$ cat src/rtl/dbuf_pkg.sv
package dbuf_pkg;
    localparam int N_OPS = 4;
    localparam int OP_W  = 2;

    typedef enum logic [OP_W-1:0] {
        OP_PROG  = 2'd0,
        OP_ERASE = 2'd1,
        OP_CMP   = 2'd2,
        OP_XFER  = 2'd3
    } op_e;
endpackage

$ cat src/rtl/dbuf_dur_bank.sv
module dbuf_dur_bank #(
    parameter int CNT_W   = 16,
    parameter int DEF_DUR = 8
) (
    input  logic                     clk,
    input  logic                     rst_n,
    input  logic                     we,
    input  logic [dbuf_pkg::OP_W-1:0] wsel,
    input  logic [CNT_W-1:0]         wval,
    input  logic [dbuf_pkg::OP_W-1:0] rsel,
    output logic [CNT_W-1:0]         rval
);
    import dbuf_pkg::*;

    logic [N_OPS-1:0][CNT_W-1:0] dur_d, dur_q;

    for (genvar g = 0; g < N_OPS; g++) begin : g_slot
        always_comb begin
            dur_d[g] = dur_q[g];
            if (we && (wsel == OP_W'(g))) dur_d[g] = wval;
        end

        always_ff @(posedge clk or negedge rst_n) begin
            if (!rst_n) dur_q[g] <= CNT_W'(DEF_DUR);
            else        dur_q[g] <= dur_d[g];
        end
    end

    assign rval = dur_q[rsel];
endmodule

$ cat src/rtl/dbuf_op_timer.sv
module dbuf_op_timer #(
    parameter int CNT_W = 16
) (
    input  logic             clk,
    input  logic             rst_n,
    input  logic             req,
    input  logic             req_buf,
    input  logic [CNT_W-1:0] req_len,
    output logic             busy,
    output logic             run_buf,
    output logic             reject
);
    typedef struct packed {
        logic             busy;
        logic             bsel;
        logic [CNT_W-1:0] cnt;
    } tmr_t;

    tmr_t st_d, st_q;

    always_comb begin
        st_d = st_q;
        if (st_q.busy) begin
            st_d.cnt = st_q.cnt - CNT_W'(1);
            if (st_q.cnt == CNT_W'(1)) st_d.busy = 1'b0;
        end else if (req) begin
            st_d.busy = 1'b1;
            st_d.bsel = req_buf;
            st_d.cnt  = (req_len == '0) ? CNT_W'(1) : req_len;
        end
    end

    always_ff @(posedge clk or negedge rst_n) begin
        if (!rst_n) st_q <= '0;
        else        st_q <= st_d;
    end

    assign busy    = st_q.busy;
    assign run_buf = st_q.bsel;
    assign reject  = req && st_q.busy;
endmodule

$ cat src/rtl/dbuf_acc_gate.sv
module dbuf_acc_gate #(
    parameter int PAGE_BASE = 512,
    parameter int PAGE_EXT  = 528,
    parameter int AW        = 10
) (
    input  logic          busy,
    input  logic          run_buf,
    input  logic          page528,
    input  logic          acc_vld,
    input  logic          acc_arr,
    input  logic          acc_buf,
    input  logic [AW-1:0] acc_addr,
    output logic          grant,
    output logic          refuse,
    output logic          bad
);
    localparam logic [AW:0] LIM_BASE = (AW+1)'(PAGE_BASE);
    localparam logic [AW:0] LIM_EXT  = (AW+1)'(PAGE_EXT);

    logic [AW:0] lim;
    logic        blocked;

    always_comb begin
        lim     = page528 ? LIM_EXT : LIM_BASE;
        bad     = acc_vld && !acc_arr && ({1'b0, acc_addr} >= lim);
        blocked = busy && (acc_arr || (acc_buf == run_buf));
        refuse  = acc_vld && !bad && blocked;
        grant   = acc_vld && !bad && !blocked;
    end
endmodule

$ cat src/rtl/dbuf_busy_arb.sv
module dbuf_busy_arb #(
    parameter int CNT_W     = 16,
    parameter int DEF_DUR   = 8,
    parameter int PAGE_BASE = 512,
    parameter int PAGE_EXT  = 528,
    parameter int AW        = $clog2(PAGE_EXT)
) (
    input  logic             clk,
    input  logic             rst_n,
    input  logic             cs_n,
    input  logic             page528,
    input  logic             dur_we,
    input  logic [1:0]       dur_sel,
    input  logic [CNT_W-1:0] dur_val,
    input  logic             start_vld,
    input  logic [1:0]       start_op,
    input  logic             start_buf,
    input  logic             acc_vld,
    input  logic             acc_arr,
    input  logic             acc_buf,
    input  logic [AW-1:0]    acc_addr,
    output logic             busy_n,
    output logic             start_err,
    output logic             acc_grant,
    output logic             acc_refuse,
    output logic             acc_bad,
    output logic             standby
);
    logic [CNT_W-1:0] sel_len;
    logic             busy;
    logic             run_buf;

    dbuf_dur_bank #(.CNT_W(CNT_W), .DEF_DUR(DEF_DUR)) u_dur (
        .clk(clk), .rst_n(rst_n), .we(dur_we), .wsel(dur_sel),
        .wval(dur_val), .rsel(start_op), .rval(sel_len)
    );

    dbuf_op_timer #(.CNT_W(CNT_W)) u_tmr (
        .clk(clk), .rst_n(rst_n), .req(start_vld), .req_buf(start_buf),
        .req_len(sel_len), .busy(busy), .run_buf(run_buf), .reject(start_err)
    );

    dbuf_acc_gate #(.PAGE_BASE(PAGE_BASE), .PAGE_EXT(PAGE_EXT), .AW(AW)) u_gate (
        .busy(busy), .run_buf(run_buf), .page528(page528), .acc_vld(acc_vld),
        .acc_arr(acc_arr), .acc_buf(acc_buf), .acc_addr(acc_addr),
        .grant(acc_grant), .refuse(acc_refuse), .bad(acc_bad)
    );

    assign busy_n  = !busy;
    assign standby = cs_n && !busy;
endmodule

$ cat config.mk
export PLATFORM = sky130hd
export DESIGN_NAME = dbuf_busy_arb
export DESIGN_NICKNAME = d
export VERILOG_FILES = /design/src/rtl/dbuf_pkg.sv /design/src/rtl/dbuf_dur_bank.sv /design/src/rtl/dbuf_op_timer.sv /design/src/rtl/dbuf_acc_gate.sv /design/src/rtl/dbuf_busy_arb.sv
export SDC_FILE = /design/constraint.sdc
export NUM_CORES = 1
export LEC_CHECK = 0
export ABC_CLOCK_PERIOD_IN_PS = 3700
export BUFFER_PORTS_ARGS = -buffer_cell sky130_fd_sc_hd__buf_2
export CAP_MARGIN = 30
export CORE_MARGIN = 8
export CORE_UTILIZATION = 25
export CTS_CLUSTER_DIAMETER = 80
export CTS_CLUSTER_SIZE = 25
export DETAILED_ROUTE_END_ITERATION = 10
export PLACE_DENSITY = 0.43
export RECOVER_POWER = 100
export REMOVE_ABC_BUFFERS = 1
export SLEW_MARGIN = 20
export SYNTH_ARGS = -nofsm -noshare
export SYNTH_HDL_FRONTEND = slang
export SYNTH_HIERARCHICAL = 1
export SYNTH_SLANG_ARGS = --single-unit
$ cat constraint.sdc
create_clock -name clk -period 3.7 [get_ports clk]
set_clock_uncertainty 0.1 [all_clocks]
set_input_delay 0.185 -clock clk [delete_from_list [all_inputs] [get_ports clk]]
set_output_delay 0.185 -clock clk [all_outputs]
set_load 0.05 [all_outputs]
==> metrics.yaml, run 1 <==
synthesis:
  yosysMostFrequentCell: "dfrtp_1"
  synth.distinct_cells: 52
  yosysWarnings: 6
  avgSynthCellArea_um2: 13.8
  synth.largest_area_cell: "dfrtp_1"
  mappedNetlistArea_um2: 4020
  synth-main-ff-cell: "dfrtp_1"
  seq_area_frac_synth: 0.512
  synthTopCellsByCount: "dfrtp_1, mux2_2, mux4_2, nand2_1, nor2_1"
  yosys-top-cells-area: "dfrtp_1, mux2_2, mux4_2, dfstp_2, nand2_1"
  postSynth.asyncResetShare: 1.00
  synth_edf_count: 0
  synth_top_area_share: 0.486
  synth_seq_cells: 82
  synthCells: 291
sta:
  clock.fmax_mhz: 387
  drv_slew: 38
  finalSetupTns_ns: 0
  hold_violations: 0
  worstMarginPinSlew_ns: 1.68
  finalCritPeriodShare: 0.698
  rsz0062_at_grt: "no"
  relSlewSlack: -0.118
  setup_viol: 0
  fin_crit_ns: 2.58
placed_design:
  dp_hpwl_um: 6640
  io_buffers: 45
  place_congestion: 0.752
  placed_cells: 542
drt:
  drc: 0
  finalWirelength_um: 9460
  via_per_inst: 4.67
  drt-initial-drc-count: 96
  postRouteAntennaNets: 0
  wl_per_cell_um: 16.9
  num_vias: 2615
  dr.pass1.iters: 4
clock_tree:
  insertion_delay_ns: 0.33
  cts_tree: "built"
  cts-root-buf: "clkbuf_16"
  cts_setup_buffers: 0
  hold_buffers: 2
  htreeDepth: 3
  cts.sinks: 82
  clock_path_buffers: 2
  cts.clk_slew.worst_paths_ns: 0.06
  cts_made_buffers: 9
  post_cts_resized: 0
power:
  vdd_ir_drop_max_v: 0.000213
  pwr_density_cell_nw_per_um2: 596
  p_total_w: 0.00284
  p_leak_nw: 1.92
worst_setup_path:
  cp-end-kind: "flop"
  r2r_slack_ns: 1.18
  worstRegToRegCells: 4
  crit_fanout: 16
  worst_setup_path_start_kind: "primary input"
  critical_path_class: "in -> reg"
  cp.arrival_ns: 2.70
  required_ns: 3.82
cells_and_area:
  n_antenna_cell: 0
  area_growth_syn_to_layout_pct: 18.6
  drive_gt1_frac: 0.407
  finalNetCount: 382
  fin_cells: 560
job:
  drv_cap: 2
global_route:
  antenna_found_initial: 0
  grt_start_max_net_pins: 56
  grt_pass1_wl_um: 15500
  gr-total-overflow: 0
  track_usage: 0.0972
  grt_pass1_vias: 2755
floorplanning:
  floorplan.core_area_um2: 15800
  die_h_um: 143
  io_pins: 46
  initial_core_util: 0.254
  die_w_um: 143
  die-area_um2: 20400
  fp-row-count: 46
worst_hold_path:
  hold_path_class: "in -> reg"
  hold_depth: 2
outcome:
  violations: "max-capacitance violations, max-slew violations"
  status: "finished, violations left"
-- flip-flops by register name, indices dropped and copies added (netlist names) --
name,cells
u_dur/dur_q,64
u_tmr/st_q,16
u_tmr/busy,1
u_tmr/run_buf,1
-- placed cells by master, fill, tap and decap left out, drive strengths merged, types with 3 or more instances in the layout --
cell	netlist	routed
mux2	65	65
ha	3	3
dfrtp	78	78
o311ai	4	4
nor2	11	11
nand2	15	15
dfstp	4	4
and2	3	3
inv	8	8
buf	8	36
o21ai	4	4
nor4	8	8
nor3	5	5
nand3	6	6
o211ai	7	7
clkbuf	4	22
a211oi	4	4
a21oi	3	3
mux4	16	16
bufinv	0	3
nor2b	5	5
-- power breakdown --
group          internal (W)  switching, W  leakage (nW)  total (W)
Combinational      0.000308      0.000247         0.800   0.000556
Sequential          0.00111      0.000173         0.962    0.00128
Clock              0.000659      0.000345         0.160    0.00100
-- final timing paths --
path | from | end
setup / recovery | start_op[0] | u_tmr/st_q[7]
hold / removal | dur_val[2] | u_dur/dur_q[50]
setup reg to reg | u_dur/dur_q[42] | u_tmr/st_q[7]
hold reg to reg | u_dur/dur_q[36] | u_dur/dur_q[36]
max in group asynchronous | rst_n | u_dur/dur_q[35]
min in group asynchronous | rst_n | u_dur/dur_q[13]
-- stage by stage --
stage / setup slack (ns) / instance area [um2] / utilization / hold WS, ns
finish: 1.12 / 4770 / 0.301 / 0.0323
global route: 0.885 / 4770 / 0.301 / 0.0293
CTS: 1.05 / 4830 / 0.305 / 0.0190
detailed placement: 0.715 / 4470 / 0.283 / 0.0469
global placement: 0.774 / 4430 / 0.280 / 0.283
floorplan: 1.46 / 3940 / - / -0.211
-- critical path, cell delays in order --
cell	delay [ns]
buf_2	0.47
mux4_2	0.61
nor4_1	0.53
a41oi_1	0.43
a221o_1	0.45
-- cell families (layout without fill, tap and decap cells) --
logic type,after synthesis,after routing,synth area share
multiplexers,82,82,0.274
flip-flops,82,82,0.512
AND/OR/NAND/NOR,68,68,0.105
AO/OA/AOI/OAI,34,34,0.0672
buffers and inverters,20,73,0.0280
adder cells (fa/ha/maj),3,3,0.00934
XOR/XNOR,2,2,0.00436
-- metal layers --
metal / part of all wire / vias to the layer above / track usage
li1: - / 1211 / -
met2: 0.46 / 61 / 0.146
met3: 0.053 / 9 / 0.0184
met4: 0.011 / 0 / 0.0386
met5: 0 / - / 0
met1: 0.48 / 1334 / 0.135
-- layout make-up --
| class | instances | area, um2 |
|---|---|---|
| fillers | 1608 | 11100 |
| clock buffers | 11 | 233 |
| flip-flops and latches | 82 | 2060 |
| inverters | 8 | 30.0 |
| clock inverters | 5 | 103 |
| multi-input cells | 189 | 1810 |
| repair buffers | 49 | 264 |
| well taps | 216 | 270 |
Note: power is estimated with default switching activity, not from simulation.
==> run 2: changes to the inputs <==
--- a/config.mk
+++ b/config.mk
@@ -5,7 +5,7 @@
 export SDC_FILE = /design/constraint.sdc
 export NUM_CORES = 1
 export LEC_CHECK = 0
-export ABC_CLOCK_PERIOD_IN_PS = 3700
+export ABC_CLOCK_PERIOD_IN_PS = 2400
 export BUFFER_PORTS_ARGS = -buffer_cell sky130_fd_sc_hd__buf_2
 export CAP_MARGIN = 30
 export CORE_MARGIN = 8
==> constraint.sdc (replaced) <==
create_clock -name clk -period 2.4 [get_ports clk]
set_clock_uncertainty 0.1 [all_clocks]
set_input_delay 0.12 -clock clk [delete_from_list [all_inputs] [get_ports clk]]
set_output_delay 0.12 -clock clk [all_outputs]
set_load 0.05 [all_outputs]
==> run 2 against run 1 <==
- the flow now finishes without violations
- sequential power increased by 54%
- clock power increased by 40%
- die area unchanged
- critical endpoint unchanged
==> metrics.yaml, run 2 (synthesis gave the netlist of run 1 again) <==
worst_setup_path:
  r2r_slack_ns: 0.20
  cp.arrival_ns: 2.33
  slowest_delay_ns: 0.50
  worst_setup_path_start_kind: "flop"
  r2r_start: "u_dur/dur_q[61]"
  path_common_cell: "buf_4"
  required_ns: 2.52
  cp-end-kind: "flop"
  critical_path_class: "reg -> reg"
  cp_slowest_cell: "mux4_2"
  crit_path_start: "u_dur/dur_q[61]"
  crit_fanout: 7
  crit_family: "multiplexers"
  cp_num_buf_inv: 2
  crit_chain: "mux4_2 -> nor4_1 -> buf_4 -> a41oi_1 -> buf_4 -> a221o_1"
cells_and_area:
  largest_reg_flops: 64
  utilization: 0.317
  drive_gt1_frac: 0.425
  final_common_cell: "dfrtp_1"
  fin_cells: 590
  finalNetCount: 412
  fillers: 1607
  n_antenna_cell: 0
  largest-register: "u_dur/dur_q"
  final_cell_mix: "dfrtp_1, mux2_2, buf_2, dlygate4sd3_1, mux4_2"
  reg_top3: "u_dur/dur_q: 64 flops, u_tmr/st_q: 16 flops"
  area_growth_syn_to_layout_pct: 25.0
drt:
  postRouteAntennaNets: 0
  wl_per_cell_um: 16.2
  drc: 0
  dr.pass1.iters: 4
  drt-initial-drc-count: 155
  via_per_inst: 4.61
  num_vias: 2721
  finalWirelength_um: 9530
placed_design:
  placed_cells: 556
  place_congestion: 0.750
  dp_hpwl_um: 6680
  io_buffers: 45
clock_tree:
  cts_tree: "built"
  insertion_delay_ns: 0.34
  clock_path_buffers: 2
  cts.sinks: 82
  cts-root-buf: "clkbuf_16"
  htreeDepth: 3
  cts_made_buffers: 9
  cts_setup_buffers: 0
  cts.clk_slew.worst_paths_ns: 0.06
sta:
  finalCritPeriodShare: 0.918
  worstMarginPinSlew_ns: 1.20
  clock.fmax_mhz: 454
  fin_crit_ns: 2.20
  finalSetupTns_ns: 0
  setup_viol: 0
  relSlewSlack: 0.200
  rsz0062_at_grt: "no"
  hold_violations: 0
  drv_slew: 0
worst_hold_path:
  hold_path_class: "in -> reg"
  hold_start: "start_vld"
global_route:
  track_usage: 0.102
  grt_start_max_net_pins: 48
  antenna_found_initial: 0
  grt_pass1_vias: 2980
  gr-total-overflow: 0
  grt_pass1_wl_um: 16000
floorplanning:
  die-area_um2: 20400
  io_pins: 46
  die_w_um: 143
  fp-row-count: 46
  initial_core_util: 0.254
  floorplan.core_area_um2: 15800
  die_h_um: 143
job:
  drv_cap: 0
power:
  vdd_ir_drop_max_v: 0.000403
  p_total_w: 0.00432
  p_leak_nw: 2.04
  pwr_density_cell_nw_per_um2: 859
outcome:
  status: "complete, no violations"
## run 2: cell types whose count changed in the layout (fill, tap and decap cells not counted), sizes merged
cell         change
buf              +9
clkinvlp         +1
dlygate4sd3     +16
clkbuf           +6
bufinv           -2
## run 2: worst reg2reg max path, delay by kind of cell (launching register included)
kind / cells / cell delay (ns)
simple gates: 1 / 0.30
buf+inv: 2 / 0.36
mux: 1 / 0.50
compound gates: 2 / 0.45
flops: 1 / 0.38
## run 2: repair_timing
action,4_1_cts,5_1_grt
hold endpoints to repair,105,0
gates resized for setup,0,2
hold buffers,18,0
endpoints found under the setup margin,0,3
## run 2: power breakdown
part,switching [W],leakage (nW),internal (W)
combinational,0.000409,0.937,0.000532
sequential,0.000261,0.962,0.00171
clock,0.000542,0.145,0.000861
## run 2: worst paths after layout
| check | endpoint | cells past startpoint |
|---|---|---|
| worst max-delay path | u_tmr/st_q[7] | 6 |
| worst min-delay path | u_tmr/st_q[1] | 3 |
| worst max register to register | u_tmr/st_q[7] | 6 |
| worst min register to register | u_dur/dur_q[29] | 1 |
| max in group asynchronous | u_dur/dur_q[36] | 3 |
| min in group asynchronous | u_tmr/run_buf | 2 |
## run 2: through the flow
step                      worst slack, ns  area [um2]  hold slack, ns
after CTS                           0.135        5070           0.104
after detailed placement           0.0312        4580          0.0798
after floorplan                     0.228        3940          -0.276
after global routing               0.0222        5020           0.170
final                               0.196        5020           0.113
after global placement              0.107        4580          0.0875
## run 2: final cells by class
type                            count  area [um2]  share of cell area
Multi-Input combinational cell    189        1840               0.366
Tap cell                          216         270              0.0538
Inverter                            8        30.0             0.00598
Clock inverter                      4        50.0             0.00996
Sequential cell                    82        2060               0.409
Clock buffer                       12         256              0.0510
Timing Repair Buffer               79         523               0.104
## run 2: layer usage
layer	GRT usage	wire length (um)
met5	0	0
met2	0.156	4310
met3	0.0327	464
met1	0.133	4620
met4	0.0369	139
==> run 3: changes to the inputs <==
==> constraint.sdc (replaced) <==
create_clock -name clk -period 2.4 [get_ports clk]
set_clock_uncertainty 0.1 [all_clocks]
set_input_delay 0 -clock clk [delete_from_list [all_inputs] [get_ports clk]]
set_output_delay 0 -clock clk [all_outputs]
set_load 0.05 [all_outputs]
==> run 3 against run 2 <==
- the run now ends with negative hold slack left
- clock power is 12% lower
- clock-buffer cell count is 3 lower
- register-to-register slack worse by 0.03 ns
- non-clock buffer count is 4 lower
- first-iteration DRC count is 35% lower
- largest cell class unchanged
==> metrics.yaml, run 3 (synthesis gave the netlist of run 1 again) <==
sta:
  hold_violations: 1
  clock.fmax_mhz: 448
  rsz0062_at_grt: "no"
  setup_viol: 0
  finalCritPeriodShare: 0.930
  relSlewSlack: 0.145
  drv_slew: 0
  finalSetupTns_ns: 0
  fin_crit_ns: 2.23
  hold_slack_ns: -0.00155
  worstMarginPinSlew_ns: 1.28
cells_and_area:
  area_growth_syn_to_layout_pct: 23.6
  largest_reg_flops: 64
  drive_gt1_frac: 0.434
  finalNetCount: 408
  utilization: 0.314
  final_cell_mix: "dfrtp_1, mux2_2, buf_2, dlygate4sd3_1, mux4_2"
  fin_cells: 585
  final_common_cell: "dfrtp_1"
  largest-register: "u_dur/dur_q"
  n_antenna_cell: 0
  reg_top3: "u_dur/dur_q: 64 flops, u_tmr/st_q: 16 flops"
  fillers: 1591
drt:
  finalWirelength_um: 9620
  dr.pass1.iters: 4
  met2_wirelength_um: 4390
  wl_met1_um: 4560
  postRouteAntennaNets: 0
  via_per_inst: 4.68
  route.met3.wl_um: 502
  num_vias: 2738
  top_layer: "met4"
  drc: 0
  drt-initial-drc-count: 100
  wl_per_cell_um: 16.5
worst_setup_path:
  crit_path_start: "u_dur/dur_q[45]"
  crit_fanout: 6
  cp.arrival_ns: 2.36
  cp-end-kind: "flop"
  r2r_slack_ns: 0.17
  r2r_start: "u_dur/dur_q[45]"
  critical_path_class: "reg -> reg"
  worstRegToRegCells: 5
  r2r-end: "u_tmr/st_q[7]"
  worst_setup_path_start_kind: "flop"
  required_ns: 2.53
floorplanning:
  io_pins: 46
  die_h_um: 143
  die_w_um: 143
  initial_core_util: 0.254
  fp-row-count: 46
  die-area_um2: 20400
  floorplan.core_area_um2: 15800
clock_tree:
  cts_made_buffers: 9
  cts.sinks: 82
  clock_path_buffers: 2
  htreeDepth: 3
  cts_tree: "built"
  insertion_delay_ns: 0.34
  cts-root-buf: "clkbuf_16"
  cts.clk_slew.worst_paths_ns: 0.06
global_route:
  gr-total-overflow: 0
  antenna_found_initial: 0
  track_usage: 0.101
  grt_pass1_vias: 2853
  grt_start_max_net_pins: 50
  grt_pass1_wl_um: 15800
worst_hold_path:
  hold_start: "start_vld"
  hold_depth: 3
  hold_path_class: "in -> reg"
  hold_path_end: "u_tmr/st_q[1]"
power:
  p_leak_nw: 2.02
  vdd_ir_drop_max_v: 0.000272
  pwr_density_cell_nw_per_um2: 828
placed_design:
  io_buffers: 45
  dp_hpwl_um: 6670
  placed_cells: 552
  place_congestion: 0.756
job:
  drv_cap: 0
outcome:
  status: "finished, violations left"
  violations: "negative hold slack"
-- run 3: cell count changes in the layout (fill, tap and decap cells not counted), sizes merged --
cell / previous run / this run
buf: 45 / 44
clkinv: 1 / 4
bufinv: 1 / 0
clkbuf: 28 / 22
-- run 3: layer usage --
metal / vias to the layer above / track usage
li1: 1258 / -
met1: 1402 / 0.134
met2: 64 / 0.153
met3: 14 / 0.0217
met4: 0 / 0.0470
met5: - / 0
-- run 3: how the worst max path moves through the flow --
stage	end	slack, ns	cells after the start
finish	u_tmr/st_q[7]	0.17	5
global route	u_tmr/st_q[6]	0.02	7
CTS	u_tmr/st_q[6]	0.01	7
detailed placement	u_tmr/st_q[9]	-0.03	5
global placement	u_tmr/st_q[6]	0.03	7
floorplan	acc_grant	0.35	2
-- run 3: critical path, cell delays in order, from the launching register on --
cell     delay, ns
dfrtp_1       0.38
mux4_2        0.50
nor4_2        0.36
buf_4         0.18
a41oi_2       0.21
a221o_1       0.40
-- run 3: where the power goes --
part           switching (W)  internal [W]  leakage, nW
combinational       0.000408      0.000510        0.931
clock               0.000546      0.000686        0.127
sequential          0.000251       0.00171        0.962
-- run 3: timing repair --
item / CTS / global route
resized for setup: 1 / 3
hold endpoints to repair: 111 / 0
hold buffers: 18 / 0
setup endpoints to repair: 3 / 7
setup buffers: 0 / 0
-- run 3: cell type report --
type | instances | area, um2 | area share
flip-flops and latches | 82 | 2060 | 0.414
repair buffers | 75 | 498 | 0.100
clock inverters | 6 | 35.0 | 0.00705
multi-input cells | 189 | 1850 | 0.373
clock buffers | 9 | 225 | 0.0453
well taps | 216 | 270 | 0.0544
inverters | 8 | 30.0 | 0.00604
-- run 3: per-stage QoR --
step	cell area, um2	worst slack [ns]	total power [W]
after global placement	4550	0.0294	0.00288
after global routing	4970	0.0155	0.00437
final	4970	0.168	0.00411
after CTS	5000	0.0144	0.00419
after floorplan	3940	0.348	0.00257
after detailed placement	4550	-0.0292	0.00290
